==> src/rtl/da_filt_pkg.sv <==
package da_filt_pkg;
  localparam int ADDR_BYTES = 6;
  localparam int ADDR_W     = ADDR_BYTES * 8;
  localparam int HALF_W     = ADDR_W / 2;
  localparam int IDX_W      = 6;
  localparam int HREG_W     = 32;
  localparam int CRC_W      = 32;
  localparam logic [CRC_W-1:0] CRC_POLY = 32'h04C1_1DB7;
  localparam logic [CRC_W-1:0] CRC_INIT = '1;

  typedef struct packed {
    logic promisc;
    logic ucast;
    logic bcast;
    logic mcast;
    logic hash;
  } filt_cfg_t;

  // One byte, LSB first, MSB-aligned register, no reflection of the result.
  function automatic logic [CRC_W-1:0] crc_byte(input logic [CRC_W-1:0] crc_in,
                                                input logic [7:0] b);
    logic [CRC_W-1:0] c;
    logic fb;
    c = crc_in;
    for (int i = 0; i < 8; i++) begin
      fb = c[CRC_W-1] ^ b[i];
      c  = {c[CRC_W-2:0], 1'b0} ^ (fb ? CRC_POLY : '0);
    end
    return c;
  endfunction
endpackage

==> src/rtl/da_capture.sv <==
module da_capture
  import da_filt_pkg::*;
(
  input  logic              clk_i,
  input  logic              rst_ni,
  input  logic              frame_start_i,
  input  logic              byte_valid_i,
  input  logic [7:0]        byte_i,
  output logic              take_o,
  output logic              restart_o,
  output logic [ADDR_W-1:0] da_o,
  output logic              done_o
);
  localparam int CW = $clog2(ADDR_BYTES + 1);
  localparam logic [CW-1:0] LAST = CW'(ADDR_BYTES - 1);
  localparam logic [CW-1:0] FULL = CW'(ADDR_BYTES);

  logic [CW-1:0]     cnt_q, cnt_eff;
  logic [ADDR_W-1:0] da_q;
  logic              done_q;

  assign cnt_eff   = frame_start_i ? '0 : cnt_q;
  assign take_o    = byte_valid_i && (cnt_eff < FULL);
  assign restart_o = frame_start_i;

  always_ff @(posedge clk_i or negedge rst_ni) begin
    if (!rst_ni) begin
      cnt_q  <= FULL;
      da_q   <= '0;
      done_q <= 1'b0;
    end else begin
      done_q <= take_o && (cnt_eff == LAST);
      if (take_o) begin
        cnt_q <= cnt_eff + 1'b1;
        da_q  <= {da_q[ADDR_W-9:0], byte_i};
      end else if (frame_start_i) begin
        cnt_q <= '0;
      end
    end
  end

  assign da_o   = da_q;
  assign done_o = done_q;
endmodule

==> src/rtl/da_crc_hash.sv <==
module da_crc_hash
  import da_filt_pkg::*;
(
  input  logic             clk_i,
  input  logic             rst_ni,
  input  logic             restart_i,
  input  logic             take_i,
  input  logic [7:0]       byte_i,
  output logic [IDX_W-1:0] idx_o
);
  logic [CRC_W-1:0] crc_q, crc_base;

  assign crc_base = restart_i ? CRC_INIT : crc_q;

  always_ff @(posedge clk_i or negedge rst_ni) begin
    if (!rst_ni)        crc_q <= CRC_INIT;
    else if (take_i)    crc_q <= crc_byte(crc_base, byte_i);
    else if (restart_i) crc_q <= CRC_INIT;
  end

  assign idx_o = crc_q[CRC_W-1 -: IDX_W];
endmodule

==> src/rtl/da_decide.sv <==
module da_decide
  import da_filt_pkg::*;
(
  input  filt_cfg_t         cfg_i,
  input  logic [ADDR_W-1:0] da_i,
  input  logic [ADDR_W-1:0] station_i,
  input  logic [IDX_W-1:0]  idx_i,
  input  logic [HREG_W-1:0] hash_lo_i,
  input  logic [HREG_W-1:0] hash_hi_i,
  output logic              accept_o
);
  logic is_bcast, is_mcast, hash_hit, mc_ok;
  logic [HREG_W-1:0] hword;

  assign is_bcast = &da_i;
  assign is_mcast = da_i[ADDR_W-8];
  assign hword    = idx_i[IDX_W-1] ? hash_hi_i : hash_lo_i;
  assign hash_hit = hword[idx_i[IDX_W-2:0]];
  assign mc_ok    = cfg_i.mcast && (!cfg_i.hash || hash_hit);

  always_comb begin
    if (cfg_i.promisc)  accept_o = 1'b1;
    else if (is_bcast)  accept_o = cfg_i.bcast;
    else if (is_mcast)  accept_o = mc_ok;
    else                accept_o = cfg_i.ucast && (da_i == station_i);
  end
endmodule

==> src/rtl/rx_da_filter.sv <==
module rx_da_filter
  import da_filt_pkg::*;
(
  input  logic        clk_i,
  input  logic        rst_ni,
  input  logic        frame_start_i,
  input  logic        byte_valid_i,
  input  logic [7:0]  byte_i,
  input  logic        cfg_promisc_i,
  input  logic        cfg_ucast_i,
  input  logic        cfg_bcast_i,
  input  logic        cfg_mcast_i,
  input  logic        cfg_hash_i,
  input  logic [23:0] station_hi_i,
  input  logic [23:0] station_lo_i,
  input  logic [31:0] hash_lo_i,
  input  logic [31:0] hash_hi_i,
  output logic        decision_valid_o,
  output logic        accept_o
);
  logic              take, restart, done, dec;
  logic [ADDR_W-1:0] da;
  logic [IDX_W-1:0]  idx;
  filt_cfg_t         cfg;

  assign cfg = '{promisc: cfg_promisc_i, ucast: cfg_ucast_i, bcast: cfg_bcast_i,
                 mcast: cfg_mcast_i, hash: cfg_hash_i};

  da_capture u_capture (
    .clk_i, .rst_ni, .frame_start_i, .byte_valid_i, .byte_i,
    .take_o(take), .restart_o(restart), .da_o(da), .done_o(done)
  );

  da_crc_hash u_crc (
    .clk_i, .rst_ni, .restart_i(restart), .take_i(take), .byte_i, .idx_o(idx)
  );

  da_decide u_decide (
    .cfg_i(cfg), .da_i(da), .station_i({station_hi_i, station_lo_i}),
    .idx_i(idx), .hash_lo_i, .hash_hi_i, .accept_o(dec)
  );

  assign decision_valid_o = done;
  assign accept_o         = done & dec;
endmodule

==> config.mk <==
export PLATFORM = sky130hd
export DESIGN_NAME = rx_da_filter
export DESIGN_NICKNAME = d
export VERILOG_FILES = /design/src/rtl/da_filt_pkg.sv /design/src/rtl/da_capture.sv /design/src/rtl/da_crc_hash.sv /design/src/rtl/da_decide.sv /design/src/rtl/rx_da_filter.sv
export SDC_FILE = /design/constraint.sdc
export NUM_CORES = 1
export LEC_CHECK = 0
export CORE_UTILIZATION = 35
export CTS_CLUSTER_SIZE = 14
export DETAILED_ROUTE_END_ITERATION = 16
export PLACE_DENSITY = 0.62
export REMOVE_ABC_BUFFERS = 1
export SLEW_MARGIN = 5
export SYNTH_ARGS = -nofsm -noshare
export SYNTH_HDL_FRONTEND = slang
export SYNTH_SLANG_ARGS = --single-unit
==> constraint.sdc <==
create_clock -name clk_i -period 2.5 [get_ports clk_i]
set_input_delay 0.375 -clock clk_i [delete_from_list [all_inputs] [get_ports clk_i]]
set_output_delay 0.375 -clock clk_i [all_outputs]
set_load 0.05 [all_outputs]
==> impl_results.md <==
- CP Buf/Inv Count: 1
- Final period util: 123.0%
- Switching Share: 35.69%
- Worst Max-Slew Pin Slew: roughly 0.84 ns
- Req. time, crit path: 2.12 ns
- Critical path's largest stage delay: 0.66 ns
- Setup TNS: -0.5757 ns
- Worst R2R Setup Slack: about 0.10 ns
- Max_cap viols: 0
- # DRC: 0
- Clock slew at reported path FFs: about 0.07 ns
- Number of global-route vias before repair: roughly 5300
- Delay-heaviest family, CP: multiplexers
- Via count: 5340
- Internal: 4.262 mW
- GP Congestion: 0.9704
- Final min period: just over 3 ns
- CTS sink count: 84
- Area Growth Syn to Fin: 40.76%
- H-tree Lvls: 3
- WL/cell: ~17 µm
- Clock tree root buffer cell: clkbuf_16
- Clk buf depth: 2
- Worst Hold Class: input pin to async pin
- Final setup violating endpoints: 1
- Final wirelength: 17730 µm
- Post-Place Cells: between 900 and 1000
- Sequential share of power: 34.2%
- Crit path DAT: 2.70 ns
- Vias per inst: between 5 and 6
- Max rail drop VDD: 0.4434 mV
- Final hold violations: 0
- Initial antenna violation count: 0
- Psw: 2.365 mW
- Distinct cells, synth: 56
- Diodes inserted: 0
- Number of synthesized register bits: 84
- I/O pin cnt: 131
- Worst slack, placed: -0.3367 ns
- Synth Cell Area: 5709 µm²
- Port bufs: 130
- Initial DRC Count: 351
- Fmax: around 330 MHz
- Die Area: 16830 µm²
- Cell Area, Placed: between 7000 and 8000 µm²
- Startpoint Class: register
- First-pass GRT wire length: roughly 28000 µm
- Worst-Skew Late Latency: 0.35 ns
- Critical Path Fanout Max: 7
- RSZ-0062 raised after global routing: true
- Site Rows: 46
- CTS Buf Count: 9
- Initial core utilization: 35.94%
- WHS: 0.1119 ns
- Final Skew: 0.004918 ns
- Critical Path Sink Type: output pin
- Worst path most repeated cell: mux4_2
- Critical Path Stages: 6
- HPWL after detailed placement: 13610 µm
- Design Area, Final: 8036 µm²
- Fraction of layout cells with a size suffix above 1: 21.71%
- Worst setup margin: -0.5757 ns
- CP max stage cell: dfstp_2
- Tot Pwr: approximately 6.6 mW
- Synth async-reset ratio: 100.0%
- Synth warn: 0
- Final Max Tran Viols: 0
- Core Region: 15890 µm²
- Util after Layout: 50.59%
- Post-synthesis sequential area ratio: 37.56%
- Part of the power in the clock network: 21.3%
- Layout Cells excl Fill: 1013
- Status: finished with violations
- Cell depth of the worst flop-to-flop path: 9
- DIE HEIGHT: 129.7 µm
- Post-synth EDFFs: 0
- Ordered list of cells on the worst path: mux4_2 -> mux4_2 -> a21oi_2 -> o211ai_1 -> a22o_1 -> buf_6
- Avg Inst Size Synth: about 9 µm²
- Nets@finish: 923
- TritonRoute pass-1 iters: 5
- Top FF cell, synth: dfrtp_1
- P per Cell Area: around 820 nW/µm²
- P_leak: between 3 and 4 nW
- Total Routing Usage GR: around 22%
- Failing checks: setup timing
- CTS tree: yes
- Relative slew slack: 44.18%
- Grt ovf: 0
- Post-DRT Antenna Nets: 0
- Gate power share: 44.5%
- Largest net degree at the start of global routing: 65
- Die Width: 129.7 µm
- Critical setup path kind: register to output pin
- Post-Syn Instances: 622
[path summary, 6_finish.rpt]
check                                   from            endpoint
min in group clk_i         u_capture.da_o[5]  u_capture.da_o[13]
setup / recovery             u_crc.crc_q[31]            accept_o
max in group asynchronous             rst_ni     u_crc.crc_q[14]
setup reg to reg             u_crc.crc_q[31]     u_crc.crc_q[11]
hold / removal                        rst_ni  u_capture.da_o[41]
hold reg to reg            u_capture.da_o[5]  u_capture.da_o[13]
[registers in the layout, summed over array words and instances, names as in the netlist]
name and cells:
u_capture.da_o 48, u_capture.cnt_q 3, u_capture.done_o 1, u_crc.crc_q 32
[Yosys cell counts (7+ instances only)]
cell | count | area [µm²]
nand4_1 | 23 | 143.9
o211ai_1 | 14 | 105.1
dfrtp_1 | 50 | 1251
mux4_2 | 16 | 360.4
nand2_1 | 123 | 461.7
a211oi_1 | 7 | 52.55
o21ai_0 | 32 | 160.2
inv_1 | 12 | 45.04
clkbuf_1 | 23 | 86.33
o22a_1 | 14 | 122.6
dfstp_2 | 34 | 893.4
xnor2_1 | 56 | 490.5
nor4_1 | 9 | 56.30
a21oi_1 | 22 | 110.1
nor3_1 | 20 | 100.1
nor2_1 | 51 | 191.4
o21a_1 | 7 | 52.55
xor2_1 | 12 | 105.1
[power groups by stage]
stage	combinational (mW)	sequential, mW	clock (mW)
floorplan	1.80	2.20	0
global placement	2.77	2.27	0
detailed placement	2.82	2.28	0
CTS	2.86	2.26	1.44
global route	3.19	2.32	1.49
finish	2.95	2.27	1.41
[final cells by class]
class,count,area (µm²)
Clock buffer,9,225.2
Multi-Input combinational cell,489,3433
Fill cell,1503,7849
Sequential cell,84,2145
Tap cell,216,270.3
Inverter,12,45.04
Clock inverter,7,83.83
Timing Repair Buffer,196,1834
[cells in the final DEF, fill, tap and decap left out, drive strengths merged, types with 2 or more instances in the layout]
| master | n |
|---|---|
| clkdlybuf4s50 | 126 |
| nand2 | 124 |
| buf | 69 |
| xnor2 | 59 |
| nor2 | 56 |
| dfrtp | 50 |
| dfstp | 34 |
| o21ai | 34 |
| nand4 | 23 |
| nor3 | 23 |
| a21oi | 22 |
| mux4 | 16 |
| inv | 15 |
| o22a | 14 |
| o211ai | 14 |
| xor2 | 14 |
| a211oi | 13 |
| nor4 | 9 |
| clkbuf | 9 |
| o21a | 7 |
| or3 | 7 |
| xnor3 | 6 |
| mux2i | 5 |
| o32a | 4 |
| o22ai | 4 |
| nand3 | 4 |
| a221oi | 4 |
| nor2b | 3 |
| a22o | 3 |
| nand3b | 3 |
| nand2b | 2 |
| a2111oi | 2 |
| a31oi | 2 |
| ha | 2 |
| clkinv | 2 |
[routing by layer]
layer,vias up,track usage (%),wire length (µm)
met3,27,3.403,997
met2,165,36.77,8524
met1,2590,28.46,7849
met5,-,0,0
met4,0,7.045,356
li1,2558,-,-
[timing repair]
item	CTS	global route
hold buffers	0	0
endpoints found under the setup margin	1	8
pin swaps	3	12
gates cloned	0	0
setup buffers	1	1
gates resized for setup	3	21
[cells by family after synthesis]
logic type / after synthesis / synth area share, %
xor+xnor: 79 / 14.42
compound gates: 129 / 15.89
fa+ha+maj: 2 / 0.4382
buf+inv: 49 / 3.725
mux: 21 / 7.188
simple gates: 258 / 20.78
flops: 84 / 37.56
Power figures use the tool's default switching activity.
